==> config.mk <==
export PLATFORM = sky130hd
export DESIGN_NAME = zs_readout_seq
export DESIGN_NICKNAME = d
export VERILOG_FILES = /design/src/rtl/zs_readout_pkg.sv /design/src/rtl/zs_readout_ctrl.sv /design/src/rtl/zs_readout_dp.sv /design/src/rtl/zs_readout_seq.sv
export SDC_FILE = /design/constraint.sdc
export NUM_CORES = 2
export LEC_CHECK = 0
export BUFFER_PORTS_ARGS = -buffer_cell sky130_fd_sc_hd__buf_2
export CAP_MARGIN = 25
export CORE_MARGIN = 2
export CORE_UTILIZATION = 40
export DETAILED_ROUTE_END_ITERATION = 16
export PLACE_DENSITY = 0.65
export SLEW_MARGIN = 10
export SYNTH_ARGS = -nofsm -noshare
export SYNTH_HDL_FRONTEND = slang
export SYNTH_SLANG_ARGS = --single-unit
==> constraint.sdc <==
create_clock -name clk -period 11 [get_ports clk]
set_clock_uncertainty 0.15 [all_clocks]
set_input_delay 1.1 -clock clk [delete_from_list [all_inputs] [get_ports clk]]
set_output_delay 1.1 -clock clk [all_outputs]
set_load 0.01 [all_outputs]
==> src/rtl/zs_readout_pkg.sv <==
package zs_readout_pkg;

  typedef enum logic [2:0] {
    ST_IDLE, ST_HOLD, ST_CONV, ST_EMIT, ST_STEP, ST_CLEAR, ST_PASS
  } seqState_t;

  // strobes from the control FSM to the datapath
  typedef struct packed {
    logic       shiftEn;
    logic       lane;
    logic       sendByte;
    logic [1:0] byteIdx;
    logic       stepInc;
    logic       stepClr;
  } dpCtl_t;

endpackage

==> src/rtl/zs_readout_ctrl.sv <==
module zs_readout_ctrl
  import zs_readout_pkg::*;
#(
  parameter int ADC_BITS   = 12,
  parameter int LINK_BYTES = 3
) (
  input  logic   clk,
  input  logic   rstN,
  input  logic   trigger,
  input  logic   tokenIn,
  input  logic   keep,
  input  logic   lastStep,
  output logic   busy,
  output logic   trackHold,
  output logic   clearOut,
  output logic   muxClk,
  output logic   adcClk,
  output logic   adcSel,
  output logic   tokenOut,
  output dpCtl_t ctl
);
  localparam int BIT_W = $clog2(ADC_BITS);
  localparam logic [BIT_W-1:0] LAST_BIT = BIT_W'(ADC_BITS - 1);
  localparam logic [1:0] LAST_BYTE = 2'(LINK_BYTES - 1);

  seqState_t state;
  logic phase, lane, hasToken, tokenOutR, laneDone;
  logic [BIT_W-1:0] bitCnt;
  logic [1:0] byteIdx;

  always_comb begin
    ctl.shiftEn  = (state == ST_CONV) && phase;
    ctl.lane     = lane;
    ctl.sendByte = (state == ST_EMIT) && keep && hasToken;
    ctl.byteIdx  = byteIdx;
    ctl.stepInc  = (state == ST_STEP);
    ctl.stepClr  = (state == ST_HOLD);
    laneDone     = (state == ST_EMIT) &&
                   (!keep || (hasToken && byteIdx == LAST_BYTE));
  end

  assign busy      = (state != ST_IDLE);
  assign trackHold = (state == ST_HOLD) || (state == ST_CONV) ||
                     (state == ST_EMIT) || (state == ST_STEP);
  assign clearOut  = (state == ST_CLEAR);
  assign muxClk    = (state == ST_STEP);
  assign adcSel    = (state == ST_CONV);
  assign adcClk    = (state == ST_CONV) && phase;
  assign tokenOut  = tokenOutR;

  always_ff @(posedge clk) begin
    if (!rstN) begin
      state     <= ST_IDLE;
      phase     <= 1'b0;
      lane      <= 1'b0;
      bitCnt    <= '0;
      byteIdx   <= '0;
      hasToken  <= 1'b0;
      tokenOutR <= 1'b0;
    end else begin
      tokenOutR <= ((state == ST_IDLE) && tokenIn) ||
                   ((state == ST_PASS) && hasToken);
      if ((state == ST_PASS) && hasToken) hasToken <= 1'b0;
      else if (tokenIn && (state != ST_IDLE)) hasToken <= 1'b1;

      unique case (state)
        ST_IDLE: if (trigger) state <= ST_HOLD;
        ST_HOLD, ST_STEP: begin
          state  <= ST_CONV;
          phase  <= 1'b0;
          bitCnt <= '0;
        end
        ST_CONV: begin
          phase <= ~phase;
          if (phase) begin
            if (bitCnt == LAST_BIT) begin
              state   <= ST_EMIT;
              lane    <= 1'b0;
              byteIdx <= '0;
            end else begin
              bitCnt <= bitCnt + 1'b1;
            end
          end
        end
        ST_EMIT: begin
          if (laneDone) begin
            byteIdx <= '0;
            if (lane) state <= lastStep ? ST_CLEAR : ST_STEP;
            else      lane  <= 1'b1;
          end else if (ctl.sendByte) begin
            byteIdx <= byteIdx + 1'b1;
          end
        end
        ST_CLEAR: state <= ST_PASS;
        ST_PASS:  if (hasToken) state <= ST_IDLE;
        default:  state <= ST_IDLE;
      endcase
    end
  end
endmodule

==> src/rtl/zs_readout_dp.sv <==
module zs_readout_dp
  import zs_readout_pkg::*;
#(
  parameter int NUM_CH   = 64,
  parameter int ADC_BITS = 12,
  parameter int CARD_W   = 6
) (
  input  logic                      clk,
  input  logic                      rstN,
  input  dpCtl_t                    ctl,
  input  logic [1:0]                adcData,
  input  logic                      cfgWe,
  input  logic                      cfgSel,
  input  logic [$clog2(NUM_CH)-1:0] cfgAddr,
  input  logic [ADC_BITS-1:0]       cfgData,
  input  logic                      cfgOk,
  input  logic [CARD_W-1:0]         cardAddr,
  output logic                      keep,
  output logic                      lastStep,
  output logic                      linkValid,
  output logic [7:0]                linkData
);
  localparam int ADDR_W = $clog2(NUM_CH);
  localparam int HALF   = NUM_CH / 2;
  localparam int STEP_W = $clog2(HALF);
  localparam int WORD_W = CARD_W + ADDR_W + ADC_BITS;
  localparam int NBYTES = (WORD_W + 7) / 8;

  logic [ADC_BITS-1:0] pedTab [NUM_CH];
  logic [ADC_BITS-1:0] thrTab [NUM_CH];
  logic [ADC_BITS-1:0] shReg  [2];
  logic [STEP_W-1:0]   step;
  logic [ADDR_W-1:0]   chan;
  logic [ADC_BITS-1:0] raw, ped, thr, corr;
  logic [NBYTES*8-1:0] wordPad;
  logic [1:0]          byteSel;

  always_ff @(posedge clk) begin
    if (!rstN) begin
      for (int i = 0; i < NUM_CH; i++) begin
        pedTab[i] <= '0;
        thrTab[i] <= '0;
      end
    end else if (cfgWe && cfgOk) begin
      if (cfgSel) thrTab[cfgAddr] <= cfgData;
      else        pedTab[cfgAddr] <= cfgData;
    end
  end

  always_ff @(posedge clk) begin
    if (!rstN)            step <= '0;
    else if (ctl.stepClr) step <= '0;
    else if (ctl.stepInc) step <= step + 1'b1;
  end
  assign lastStep = (step == STEP_W'(HALF - 1));

  for (genvar g = 0; g < 2; g++) begin : gLane
    always_ff @(posedge clk) begin
      if (!rstN)            shReg[g] <= '0;
      else if (ctl.shiftEn) shReg[g] <= {shReg[g][ADC_BITS-2:0], adcData[g]};
    end
  end

  always_comb begin
    chan    = {ctl.lane, step};
    raw     = shReg[ctl.lane];
    ped     = pedTab[chan];
    thr     = thrTab[chan];
    corr    = (raw >= ped) ? (raw - ped) : '0;
    keep    = (corr >= thr);
    wordPad = '0;
    wordPad[WORD_W-1:0] = {cardAddr, chan, corr};
    byteSel = 2'(NBYTES - 1) - ctl.byteIdx;
  end

  always_ff @(posedge clk) begin
    if (!rstN) begin
      linkValid <= 1'b0;
      linkData  <= '0;
    end else begin
      linkValid <= ctl.sendByte;
      if (ctl.sendByte) linkData <= wordPad[8*byteSel +: 8];
    end
  end
endmodule

==> src/rtl/zs_readout_seq.sv <==
module zs_readout_seq
  import zs_readout_pkg::*;
#(
  parameter int NUM_CH   = 64,
  parameter int ADC_BITS = 12,
  parameter int CARD_W   = 6
) (
  input  logic                      clk,
  input  logic                      rstN,
  input  logic                      trigger,
  output logic                      busy,
  output logic                      trackHold,
  output logic                      clearOut,
  output logic                      muxClk,
  output logic                      adcClk,
  output logic                      adcSel,
  input  logic [1:0]                adcData,
  input  logic                      cfgWe,
  input  logic                      cfgSel,
  input  logic [$clog2(NUM_CH)-1:0] cfgAddr,
  input  logic [ADC_BITS-1:0]       cfgData,
  input  logic [CARD_W-1:0]         cardAddr,
  input  logic                      tokenIn,
  output logic                      tokenOut,
  output logic                      linkValid,
  output logic [7:0]                linkData
);
  localparam int WORD_W = CARD_W + $clog2(NUM_CH) + ADC_BITS;

  dpCtl_t ctl;
  logic keep, lastStep;

  zs_readout_ctrl #(.ADC_BITS(ADC_BITS), .LINK_BYTES((WORD_W + 7) / 8)) uCtrl (
    .clk, .rstN, .trigger, .tokenIn, .keep, .lastStep, .busy, .trackHold,
    .clearOut, .muxClk, .adcClk, .adcSel, .tokenOut, .ctl
  );

  zs_readout_dp #(.NUM_CH(NUM_CH), .ADC_BITS(ADC_BITS), .CARD_W(CARD_W)) uDp (
    .clk, .rstN, .ctl, .adcData, .cfgWe, .cfgSel, .cfgAddr, .cfgData,
    .cfgOk(!busy), .cardAddr, .keep, .lastStep, .linkValid, .linkData
  );
endmodule

==> flow_summary.yaml <==
timing:
  hold_viol_final: 0
  setup_tns_ps: 0
  rsz0062_at_grt: "false"
  tightestPinTransition_ps: 1080
  slew_violations: 0
  slew-limit-headroom: 0.277
  fin_crit_sh: 0.666
  period_needed_ps: 7320
  finalSetupViolCount: 0
  fmax_mhz: 137
power:
  seq_power_share: 0.526
  p_clk_frac: 0.423
  switching_share: 0.221
  p_leak_uw: 0.0287
  power.density_mw_per_mm2: 160
  comb_power_share: 0.051
  p_int_uw: 10200
  vdd_drop_max_mv: 0.129
  power.switching_uw: 2900
synthesis:
  syn_avg_cell_area_um2: 15.5
  yosys.area_share.xor_xnor: 0.00119
  yosysWarnings: 0
  syn_inst: 4775
  synth_compound_area_frac: 0.0247
  ys_ff_latch: 1588
  yosysUniqueCellTypes: 68
  synth_edf_count: 1560
  synth_adder_area_share: 0.00502
  synth_ff_type: "edfxtp_1"
  synth_area_leader_cell: "edfxtp_1"
  synthTopCellsByArea: "edfxtp_1 (63%), mux4_2 (15%), and2_1 (13%)"
  synth_nets: 4836
  syn_area_mm2: 0.0738
  yosysSeqAreaShare: 0.642
  synth_top_family_by_area: "multiplexers"
  async_reset_ff_frac: 0
  synthMuxAreaShare: 0.150
  synth_top_area_frac: 0.634
  synth_simple_gate_area_frac: 0.149
hold_path:
  hold_path_end: "uCtrl.bitCnt[3]$_SDFFE_PN0P_"
  hold_path.startpoint: "uCtrl.bitCnt[3]$_SDFFE_PN0P_"
  min_path_cells: 2
  hold_path.class: "flop to flop"
worst_setup_path:
  rr_startpoint: "uDp.step[0]$_SDFFE_PP0P_"
  worst_setup_path_start_kind: "flop"
  cp-end-kind: "flop"
  rr_worst_depth: 17
  crit_path_top_delay_cell: "dfxtp_4"
  cp_data_required_time_ps: 11530
  path_class: "flop to flop"
  r2r_setup_slack_ps: 3680
  crit_path_max_fanout: 79
  crit_arrival_ps: 7860
  reg2reg_to: "uDp.linkData[7]$_SDFFE_PN0P_"
  critPathLaunch: "uDp.step[0]$_SDFFE_PP0P_"
  crit_path_max_incr_delay_ps: 700
  crit_chain: "buf_12, buf_4, mux4_2, mux4_2, a221oi_1, ha_1, nand4_1, o21ai_0, mux2_2, o21a_1, ha_1, a21o_1, a21o_1, a21oi_1, o21ai_1, and2_0, o221a_2"
cells_and_area:
  drive_above_1_share: 0.205
  syn2layout_area_growth_pct: 11.2
  fin_cells: 7282
  layout.nets: 4744
  final_core_util: 0.448
  final_area_mm2: 0.0821
clock_tree:
  cts_tree: "done"
  clk_pin_slew_ps: 60
  cts_num_sinks: 1588
  cts_buffers: 170
  ctsLongestPathBuffers: 3
  cts_resized: 0
  post_cts_buffers: 0
  cts_max_level: 4
  cts_hold_buf: 0
  cts_root_buffer: "clkbuf_16"
  clock_latency_ps: 810
drt:
  drc: 0
  via_count: 40622
  wl_per_cell_um: 26.5
  firstDrtPassIters: 5
  drt_wl_total_um: 193000
  vias_per_cell: 5.58
  drtIter0Drc: 4365
  ant_nets: 0
floorplanning:
  fp-row-count: 157
  start_util: 0.403
  die_y_um: 434
  coreArea_mm2: 0.183
  io-pin-count: 48
  die_width_um: 434
  dieArea_mm2: 0.188
grt:
  grt_usage: 0.206
  grt-ovfl-total: 0
  grt_pass1_vias: 40548
  antenna_found_initial: 8
  grt_max_degree: 146
  grt_pass1_wl_um: 283000
run_status:
  status: "completed"
placement:
  io_buffers: 47
  place_congestion: 0.849
  placed_cell_area_mm2: 0.0767
  hpwl_um: 120000
  place_inst: 6960
flow_run:
  drv_cap: 0
-- final cells by class --
cell class / instances / area [um^2]
timing repair buffer: 229 / 1790
clock inverter: 85 / 752
clock buffer: 220 / 4540
sequential: 1588 / 47400
inverter: 16 / 60.1
tap: 2464 / 3080
fill: 15741 / 101000
antenna: 2 / 5.00
multi-input combinational: 2678 / 24500
-- registers in the layout, indices dropped and copies added (netlist names), named ones only --
| name | flops |
|---|---|
| uCtrl.hasToken | 1 |
| uDp.step | 5 |
| uDp.linkData | 8 |
| uDp.shReg | 24 |
| uCtrl.lane | 1 |
| uCtrl.tokenOut | 1 |
| uDp.pedTab | 768 |
| uCtrl.state | 3 |
| uCtrl.bitCnt | 4 |
| uDp.thrTab | 768 |
| uCtrl.byteIdx | 2 |
| uCtrl.phase | 1 |
| uDp.linkValid | 1 |
-- worst max-delay path, delay by kind of cell (launching register included) --
| family | cells | cell delay (ps) |
|---|---|---|
| compound gates | 8 | 2160 |
| buf+inv | 2 | 1220 |
| mux | 3 | 1610 |
| simple gates | 2 | 540 |
| flops | 1 | 700 |
| fa+ha+maj | 2 | 620 |
-- through the flow --
step	setup WS, ps	hold slack [ps]	total power (uW)
detailed placement	3690	341	7700
CTS	3650	348	13200
finish	3680	356	13100
global route	3150	363	13500
floorplan	5390	317	7380
global placement	3730	330	7670
-- power groups by stage --
| stage | Clock (uW) | Sequential, uW | Combinational, uW |
|---|---|---|---|
| global placement | 0 | 7020 | 658 |
| detailed placement | 0 | 7030 | 669 |
| CTS | 5610 | 6900 | 672 |
| global route | 5830 | 6910 | 716 |
| floorplan | 0 | 6990 | 384 |
| finish | 5550 | 6900 | 674 |
-- how the worst max path moves through the flow --
stage                     slack [ps]  cells after the start                           end
final                           3680                     17  uDp.linkData[7]$_SDFFE_PN0P_
after global routing            3150                     17  uDp.linkData[7]$_SDFFE_PN0P_
after CTS                       3650                     17  uDp.linkData[7]$_SDFFE_PN0P_
after detailed placement        3690                     17  uDp.linkData[7]$_SDFFE_PN0P_
after global placement          3730                     17  uDp.linkData[7]$_SDFFE_PN0P_
after floorplan                 5390                     23  uDp.linkData[7]$_SDFFE_PN0P_
-- cell usage in the layout (no fill, tap or decap), types with 12 or more instances in the layout --
cell type | netlist | final
o21ai_0 | 153 | 63
and2_1 | 1543 | 1543
clkbuf_16 | 0 | 172
o21ai_1 | 1 | 78
mux2_2 | 22 | 22
bufinv_16 | 0 | 12
nor2_1 | 160 | 159
a22o_1 | 20 | 20
dfxtp_1 | 28 | 23
clkbuf_1 | 413 | 42
mux4_2 | 480 | 480
clkinv_1 | 1 | 39
nand2_1 | 38 | 36
edfxtp_1 | 1560 | 1560
nor2b_1 | 13 | 13
nand3_1 | 14 | 13
buf_4 | 12 | 173
inv_1 | 14 | 14
clkinv_2 | 0 | 24
nor3_1 | 12 | 12
and3_1 | 29 | 29
o21ai_2 | 0 | 13
ha_1 | 28 | 28
a21oi_1 | 41 | 41
buf_2 | 33 | 37
-- cell usage after synthesis (all sizes together), types with 7 or more instances --
cell / instances
o21ai: 154
ha: 28
dfxtp: 28
inv: 15
a21o: 10
nor3: 12
a21oi: 41
buf: 80
mux4: 480
and2: 1544
edfxtp: 1560
a22oi: 7
clkbuf: 413
nand2: 38
a221oi: 13
nor2: 161
mux2: 22
a22o: 20
nand3: 14
nor2b: 13
xnor2: 7
and3: 29
o21a: 7
-- per-layer routing --
metal  vias to the layer above  share of wire  routed length [um]  GRT usage
li1                      17485              -                   -          -
met1                     21230           0.42               80600      0.289
met2                      1638           0.48               92600      0.331
met5                         -              0                   0          0
met3                       269          0.076               14600     0.0335
met4                         0          0.027                5290     0.0594
-- cells by family after synthesis --
logic type	after synthesis
AO/OA/AOI/OAI	293
AND/OR/NAND/NOR	1840
flip-flops	1588
buffers and inverters	509
multiplexers	506
adder cells (fa/ha/maj)	29
XOR/XNOR	10
Power figures use the tool's default switching activity.
